### config.mk
export PLATFORM = sky130hd
export DESIGN_NAME = ddr_pwrup_seq
export DESIGN_NICKNAME = d
export VERILOG_FILES = /design/src/rtl/ddr_seq_pkg.sv /design/src/rtl/ddr_slot_decode.sv /design/src/rtl/ddr_wait_timer.sv /design/src/rtl/ddr_pwrup_seq.sv
export SDC_FILE = /design/constraint.sdc
export NUM_CORES = 1
export LEC_CHECK = 0
export ABC_AREA = 1
export BUFFER_PORTS_ARGS = -buffer_cell sky130_fd_sc_hd__buf_2
export CAP_MARGIN = 20
export CORE_MARGIN = 3
export CORE_UTILIZATION = 56
export CTS_CLUSTER_SIZE = 16
export DETAILED_ROUTE_END_ITERATION = 6
export PLACE_DENSITY = 0.83
export SYNTH_ARGS = -nofsm -noshare
export SYNTH_HDL_FRONTEND = slang
export SYNTH_SLANG_ARGS = --single-unit
### constraint.sdc
create_clock -name clk -period 3.7 [get_ports clk]
set_clock_uncertainty 0.15 [all_clocks]
set_input_delay 0.555 -clock clk [delete_from_list [all_inputs] [get_ports clk]]
set_output_delay 0.555 -clock clk [all_outputs]
set_load 0.02 [all_outputs]
### src/rtl/ddr_seq_pkg.sv
package ddr_seq_pkg;

    localparam int PSZ_W      = 3;
    localparam int PSZ_EMPTY  = 7;

    typedef enum logic [3:0] {
        S_IDLE,
        S_NOMEM,
        S_CKE_ON,
        S_PRE_A_SET,
        S_EMRS,
        S_PRE_A_CLR,
        S_MRS_RST,
        S_DLL_WAIT,
        S_PRE_B_SET,
        S_REF_A,
        S_REF_GAP,
        S_REF_B,
        S_MRS_FIN,
        S_DONE
    } seq_state_e;

endpackage

### src/rtl/ddr_slot_decode.sv
module ddr_slot_decode
    import ddr_seq_pkg::*;
#(
    parameter int NUM_SLOTS = 2
) (
    input  logic [NUM_SLOTS*PSZ_W-1:0] psz_codes,
    output logic [NUM_SLOTS-1:0]       present
);

    for (genvar s = 0; s < NUM_SLOTS; s++) begin : g_slot
        assign present[s] = (psz_codes[s*PSZ_W +: PSZ_W] != PSZ_W'(PSZ_EMPTY));
    end

endmodule

### src/rtl/ddr_wait_timer.sv
module ddr_wait_timer #(
    parameter int CNT_W = 8
) (
    input  logic             clk,
    input  logic             rst_n,
    input  logic             load,
    input  logic [CNT_W-1:0] load_val,
    output logic             zero
);

    logic [CNT_W-1:0] cnt_q;

    always_ff @(posedge clk or negedge rst_n) begin
        if (!rst_n) begin
            cnt_q <= '0;
        end else if (load) begin
            cnt_q <= load_val;
        end else if (cnt_q != '0) begin
            cnt_q <= cnt_q - 1'b1;
        end
    end

    assign zero = (cnt_q == '0);

endmodule

### src/rtl/ddr_pwrup_seq.sv
module ddr_pwrup_seq
    import ddr_seq_pkg::*;
#(
    parameter int DLL_WAIT_CLKS = 200,
    parameter int GAP_W         = 8
) (
    input  logic             clk,
    input  logic             rst_n,
    input  logic             start,
    input  logic [2:0]       slot0_psz,
    input  logic [2:0]       slot1_psz,
    input  logic [GAP_W-1:0] ref_gap,
    output logic [1:0]       cke_en,
    output logic             force_pre,
    output logic             cmd_emrs,
    output logic             cmd_mrs_dll_rst,
    output logic             cmd_mrs_final,
    output logic             cmd_refresh,
    output logic             no_mem_err,
    output logic             done
);

    localparam int DLL_W = $clog2(DLL_WAIT_CLKS + 1);
    localparam int CNT_W = (DLL_W > GAP_W) ? DLL_W : GAP_W;

    seq_state_e       state_q, state_d;
    logic [1:0]       present;
    logic [1:0]       present_q;
    logic             tmr_load;
    logic [CNT_W-1:0] tmr_val;
    logic             tmr_zero;

    ddr_slot_decode #(
        .NUM_SLOTS (2)
    ) u_decode (
        .psz_codes ({slot1_psz, slot0_psz}),
        .present   (present)
    );

    ddr_wait_timer #(
        .CNT_W (CNT_W)
    ) u_timer (
        .clk      (clk),
        .rst_n    (rst_n),
        .load     (tmr_load),
        .load_val (tmr_val),
        .zero     (tmr_zero)
    );

    // state register and slot capture
    always_ff @(posedge clk or negedge rst_n) begin
        if (!rst_n) begin
            state_q   <= S_IDLE;
            present_q <= '0;
        end else begin
            state_q <= state_d;
            if (state_q == S_IDLE && start) begin
                present_q <= present;
            end
        end
    end

    // next state
    always_comb begin
        state_d = state_q;
        unique case (state_q)
            S_IDLE: begin
                if (start) begin
                    state_d = (present == 2'b00) ? S_NOMEM : S_CKE_ON;
                end
            end
            S_NOMEM:     if (!start) state_d = S_IDLE;
            S_CKE_ON:    state_d = S_PRE_A_SET;
            S_PRE_A_SET: state_d = S_EMRS;
            S_EMRS:      state_d = S_PRE_A_CLR;
            S_PRE_A_CLR: state_d = S_MRS_RST;
            S_MRS_RST:   state_d = S_DLL_WAIT;
            S_DLL_WAIT:  if (tmr_zero) state_d = S_PRE_B_SET;
            S_PRE_B_SET: state_d = S_REF_A;
            S_REF_A:     state_d = S_REF_GAP;
            S_REF_GAP:   if (tmr_zero) state_d = S_REF_B;
            S_REF_B:     state_d = S_MRS_FIN;
            S_MRS_FIN:   state_d = S_DONE;
            S_DONE:      if (!start) state_d = S_IDLE;
            default:     state_d = S_IDLE;
        endcase
    end

    // outputs
    always_comb begin
        cke_en          = 2'b00;
        force_pre       = 1'b0;
        cmd_emrs        = 1'b0;
        cmd_mrs_dll_rst = 1'b0;
        cmd_mrs_final   = 1'b0;
        cmd_refresh     = 1'b0;
        no_mem_err      = 1'b0;
        done            = 1'b0;
        tmr_load        = 1'b0;
        tmr_val         = '0;
        unique case (state_q)
            S_IDLE:  ;
            S_NOMEM: no_mem_err = 1'b1;
            S_CKE_ON: cke_en = 2'b11;
            S_PRE_A_SET: begin
                cke_en    = 2'b11;
                force_pre = 1'b1;
            end
            S_EMRS: begin
                cke_en    = 2'b11;
                force_pre = 1'b1;
                cmd_emrs  = 1'b1;
            end
            S_PRE_A_CLR: cke_en = 2'b11;
            S_MRS_RST: begin
                cke_en          = 2'b11;
                cmd_mrs_dll_rst = 1'b1;
                tmr_load        = 1'b1;
                tmr_val         = CNT_W'(DLL_WAIT_CLKS);
            end
            S_DLL_WAIT: cke_en = 2'b11;
            S_PRE_B_SET: begin
                cke_en    = 2'b11;
                force_pre = 1'b1;
            end
            S_REF_A: begin
                cke_en      = 2'b11;
                force_pre   = 1'b1;
                cmd_refresh = 1'b1;
                tmr_load    = 1'b1;
                tmr_val     = CNT_W'(ref_gap);
            end
            S_REF_GAP: cke_en = 2'b11;
            S_REF_B: begin
                cke_en      = 2'b11;
                cmd_refresh = 1'b1;
            end
            S_MRS_FIN: begin
                cke_en        = 2'b11;
                cmd_mrs_final = 1'b1;
            end
            S_DONE: begin
                cke_en = {present_q[1], 1'b1};
                done   = 1'b1;
            end
            default: ;
        endcase
    end

endmodule

=== Word level (Yosys, flattened, before mapping) ===
Cells that the tools add are included.

* Flip-flop bits (word level): 14
* Latch bits: 0
* Memory bits (writable): 0
* Bits in read-only memories: 0
* Input port bits: 17
* Output and inout port bits: 9
* Logic and storage cells: 53
* Memories kept: 0

* Add/subtract/negate cells: 1
* Multipliers: 0
* Div/mod/pow operators: 0
* Magnitude comparators: 0
* Eq/ne operators: 19
* Shift-type cells: 0
* Multiplexer cells: 18
* Bitwise gates (word level): 0
* Reduce and logical (&&, ||, !) cells: 12

{| class="wikitable"
|+ Operator list
! operator !! number
|-
| $pmux W4 S13 || 1
|-
| $eq A4 B4 Y1 const B || 6
|-
| $eq A4 B3 Y1 const B || 4
|-
| $mux W4 || 4
|-
| $mux W8 || 2
|-
| $pmux W8 S2 || 1
|-
| $reduce_or A11 Y1 || 1
|-
| $eq A4 B2 Y1 const B || 2
|-
| $logic_not A8 Y1 || 1
|-
| $mux W1 || 8
|-
| $ne A2 B2 Y1 const B || 4
|-
| $reduce_bool A8 Y1 || 1
|-
| $sub A8 B1 Y8 const B || 1
|-
| $ne A3 B3 Y1 const B || 2
|-
| $reduce_or A2 Y1 || 3
|-
| $eq A4 B1 Y1 const B || 1
|-
| $logic_not A4 Y1 || 1
|-
| $pmux W2 S2 || 1
|-
| $reduce_and A4 Y1 || 1
|-
| $reduce_or A4 Y1 || 1
|-
| $logic_not A2 Y1 || 1
|-
| $mux W2 || 1
|-
| $reduce_bool A2 Y1 || 1
|-
| $logic_and A1 B1 Y1 || 1
|}

=== Logic depth before layout (Yosys ltp) ===
* Word-level depth: 5
* Mapped depth: 9
* Depth with buffers taken out: 9

=== Modules after synthesis ===
From an unflattened synthesis, not the netlist that was laid out.

* Cell total of the unflattened synthesis: 170
* Area total of the unflattened synthesis: 1069.8 µm²

{| class="wikitable"
|+ By module, submodules not included
! module !! instances !! cells an instance !! area each (µm²) !! sequential area each (µm²)
|-
| ddr_pwrup_seq || 1 || 97 || 546.8 || 125.1
|-
| ddr_wait_timer || 1 || 71 || 513.0 || 200.2
|-
| ddr_slot_decode || 1 || 2 || 10.0 || 0.0
|}

=== Worst setup path after synthesis ===
Ideal clock, no wire load.

* Path kind: reg-to-output
* Start point: register state_q[2]
* End point: output cke_en[1]
* Arrival time: 1.196 ns
* Data required time: 2.995 ns
* Slack: 1.799 ns
* Stages on the path, launching flop included: 6
* Buffers on the path: 1
* Path through: dfrtp_1 buf_2 nand2_1 inv_1 nand2_2 o21ai_0

* Cells in the longest elaborated chain, start to end: 3
* Elaborated cells on any way between the ends: 14
* Classes of those cells: eq/ne (12); mux (1); reduce/logical (1)

{| class="wikitable"
|+ RTL lines
! element !! RTL line !! RTL
|-
| start: declaration || ddr_pwrup_seq.sv:26 || <nowiki>seq_state_e state_q, state_d;</nowiki>
|-
| start signal: assignment || ddr_pwrup_seq.sv:56 || <nowiki>state_q <= state_d;</nowiki>
|-
| $eq A4 B4 Y1, or another cell as far along || ddr_pwrup_seq.sv:101 || <nowiki>unique case (state_q)</nowiki>
|-
| $reduce_or A11 Y1 (no line) || -- ||
|-
| $pmux W2 S2 (*) || ddr_pwrup_seq.sv:101 ||
|-
| end: declaration || ddr_pwrup_seq.sv:13 || <nowiki>output logic [1:0] cke_en,</nowiki>
|}

Mark *: on every way between the ends. The rest lies on a longest branch, timed or not.

=== Worst setup path in the final report ===
* Start point: register state_q[1]
* End point: output force_pre

* Cells in the longest elaborated chain, start to end: 3
* Elaborated cells on any way between the ends: 6
* Classes of those cells: eq/ne (4); mux (1); reduce/logical (1)

{| class="wikitable"
|+ RTL lines
! element !! RTL line !! RTL
|-
| $eq A4 B4 Y1, or another cell as far along || ddr_pwrup_seq.sv:101 ||
|-
| $reduce_or A4 Y1 (no line) (*) || -- ||
|-
| $mux W1 (*) || ddr_pwrup_seq.sv:101 ||
|-
| end: declaration || ddr_pwrup_seq.sv:14 || <nowiki>output logic force_pre,</nowiki>
|}

Marked as above.

==> key figures <==
Power
  • Maximum vdd drop: 0.163 mV
  • Reg power frac: 57.3%
  • Int Power: 192 uW
  • Leak: 0.000728 uW
  • Logic pwr share: 5.9%
  • Switching power: 57.5 uW
  • Clock share of power: 36.8%
  • Sw Share: 23.1%
  • Total power: 249 uW
  • PD cells: 201 nW/um2

Global route
  • All-Layer GR Usage: 21.9%
  • Global Route met2 Usage: 37.9%
  • Gr busiest metal: met2
  • Met1 Usage GRT: 26.4%
  • Initial antenna violation count: 0
  • First-pass GRT wire length: 4230 um
  • Pin count of the biggest net entering global routing: 14
  • Vias in the first global route: 1081
  • GRT overflow: 0
  • Met3 Use GR: 2.42%

Critical path
  • Startpoint types: flip-flop
  • Crit path DAT: 1520 ps
  • Register-to-Register Path Depth: 9
  • CP endpoint kind: output port
  • WP data required: 2990 ps
  • Reg2Reg Setup Slack: 2070 ps
  • Crit-path max FO: 6
  • Crit path kind: reg -> out

Timing
  • Final period utilization: 60.1%
  • Max Clk Rate: 0.449 GHz
  • Fin Setup TNS: 0 ps
  • Worst Max-Slew Pin Slew: 320 ps
  • Final hold violations: 0
  • Tmin final: 2230 ps
  • Worst slew margin: 78.7%
  • Final Max Tran Viols: 0
  • RSZ-0062 raised after global routing: false
  • Setup violations, final: 0

CTS
  • Post-CTS setup repair buffer count: 0
  • Clock latency on the worst-skew pair: 280 ps
  • CTS H-Tree Depth: 1
  • TritonCTS Buffers: 3
  • Clk sinks: 13
  • Hold buffers post-CTS: 0
  • Clk slew on worst S/H paths: 90 ps
  • CTS tree: yes
  • Post-cts gate resize count: 0
  • CTS root buf: clkbuf_4
  • Deepest clock path buffer count: 2

Placement
  • Post-DP HPWL: 1960 um
  • GPL Wtd Cong: 0.866
  • IO buf count: 25
  • Placed cell area: 1200 um2

Drt
  • Final ANT Viol Nets: 0
  • Post-Route WL: 2410 um
  • Initial DRC count: 36
  • Vias per inst: 5.12
  • Initial DRT Pass Iterations: 5
  • Drt wl/cell: 10.8 um
  • Routed vias: 1137
  • DRC viols: 0

Floorplanning
  • Core Area: 1760 um2
  • Chip width: 49.5 um
  • Starting Density: 60.1%
  • IO Pins: 26
  • Die area: 2450 um2
  • Cell Rows: 15
  • Chip height: 49.5 um

Worst hold path
  • Hold Path Class: in -> reg
  • Hold path depth: 3

Synthesis
  • Post-synthesis sequential area ratio: 30.7%
  • Synth Area in XOR/XNOR: 1.65%
  • Yosys cell types: 23
  • Synth warnings: 0
  • Syn Area/Cell: 6.28 um2
  • Mapped cell area: 1060 um2
  • Multiplexer area fraction after synthesis: 0%
  • Synthesized netlist cell count: 169
  • Main combinational cell family by area after synthesis: simple AND/OR/NAND/NOR gates
  • Syn_nets: 188
  • Simple-gate share of the synthesized area: 45.6%
  • Synth Area in Compound Gates: 9.20%
  • Flops & latches, synth: 13
  • Post-Synth Adder-Cell Area: 2.36%

Outcome
  • Status: completed

Finish
  • Nets: 217
  • Share of cells above drive strength 1: 25.9%
  • Area Growth Syn to Fin: 17.0%
  • Post-route cell area: 1240 um2
  • N_diodes: 0

Job
  • Max Cap Violations: 0
power groups by stage:
stage	Combinational [uW]	Clock (uW)	Sequential, uW
5_1_grt	16.6	102	143
6_report	14.8	91.8	143
3_5_place_dp	14.1	0	146
3_3_place_gp	13.5	0	146
2_1_floorplan	2.09	0	146
4_1_cts	14.1	94.7	143
flip-flops by register name, summed over array words and instances, names as in the netlist:
name	count
state_q	4
u_timer.cnt_q	8
present_q	1
worst max-delay path: stages, from the launching register on:
cell and delay [ps]:
dfrtp_1 470, inv_2 130, nand2_1 100, nand2_1 110, o21ai_0 120, o22ai_1 130, buf_2 180
logic make-up after synthesis:
kind of cell | count (synthesis)
XOR/XNOR | 2
AO/OA/AOI/OAI | 18
buffers and inverters | 28
adder cells (fa/ha/maj) | 2
flip-flops | 13
AND/OR/NAND/NOR | 106
Yosys cell counts, drive strengths merged:
| cell type | number | area [um2] |
|---|---|---|
| a21oi | 6 | 30.0 |
| buf | 2 | 12.5 |
| clkinv | 1 | 5.00 |
| dfrtp | 13 | 325 |
| ha | 2 | 25.0 |
| inv | 25 | 93.8 |
| nand2 | 66 | 282 |
| nand3 | 8 | 45.0 |
| nand4 | 3 | 18.8 |
| nor2 | 29 | 139 |
| o211ai | 1 | 7.51 |
| o21ai | 10 | 53.8 |
| o22ai | 1 | 6.26 |
| xnor2 | 2 | 17.5 |
path summary, 6_finish.rpt:
path | startpoint | end
max | state_q[1] | force_pre
max in group asynchronous | rst_n | state_q[2]
max reg2reg | u_timer.cnt_q[0] | state_q[2]
min reg2reg | u_timer.cnt_q[0] | u_timer.cnt_q[0]
min | ref_gap[4] | u_timer.cnt_q[4]
min in group asynchronous | rst_n | u_timer.cnt_q[3]
stage by stage:
step / setup WS, ps / hold slack (ps) / std cells / utilization [%]
2_1_floorplan: 1800 / 109 / 169 / -
3_3_place_gp: 1870 / 310 / 217 / 68.3
3_5_place_dp: 1810 / 314 / 217 / 68.3
4_1_cts: 1490 / 6.37 / 221 / 69.8
5_1_grt: 1350 / 362 / 222 / 70.4
6_report: 1470 / 361 / 222 / 70.4
per-layer routing:
| layer | wire length (um) | up-vias | part of all wire (%) |
|---|---|---|---|
| li1 | - | 575 | - |
| met1 | 1040 | 508 | 43 |
| met2 | 1230 | 46 | 51 |
| met3 | 89 | 8 | 3.7 |
| met4 | 44 | 0 | 1.8 |
| met5 | 0 | - | 0 |
area by class of cell:
| class | instances | area, um2 |
|---|---|---|
| sequential | 13 | 325 |
| tap | 25 | 31.3 |
| timing repair buffer | 26 | 135 |
| multi-input combinational | 128 | 624 |
| fill | 159 | 523 |
| clock buffer | 4 | 26.3 |
| inverter | 26 | 98.8 |
cell usage in the layout (no fill, tap or decap), types with 4 or more instances in the layout:
master / netlist / routed
a21oi_1: 6 / 6
buf_2: 1 / 25
dfrtp_1: 13 / 13
inv_1: 19 / 19
inv_2: 6 / 6
nand2_1: 60 / 60
nand2_2: 4 / 4
nand3_1: 7 / 7
nor2_1: 21 / 21
nor2_2: 6 / 6
o21ai_0: 9 / 9
Power figures use the tool's default switching activity.
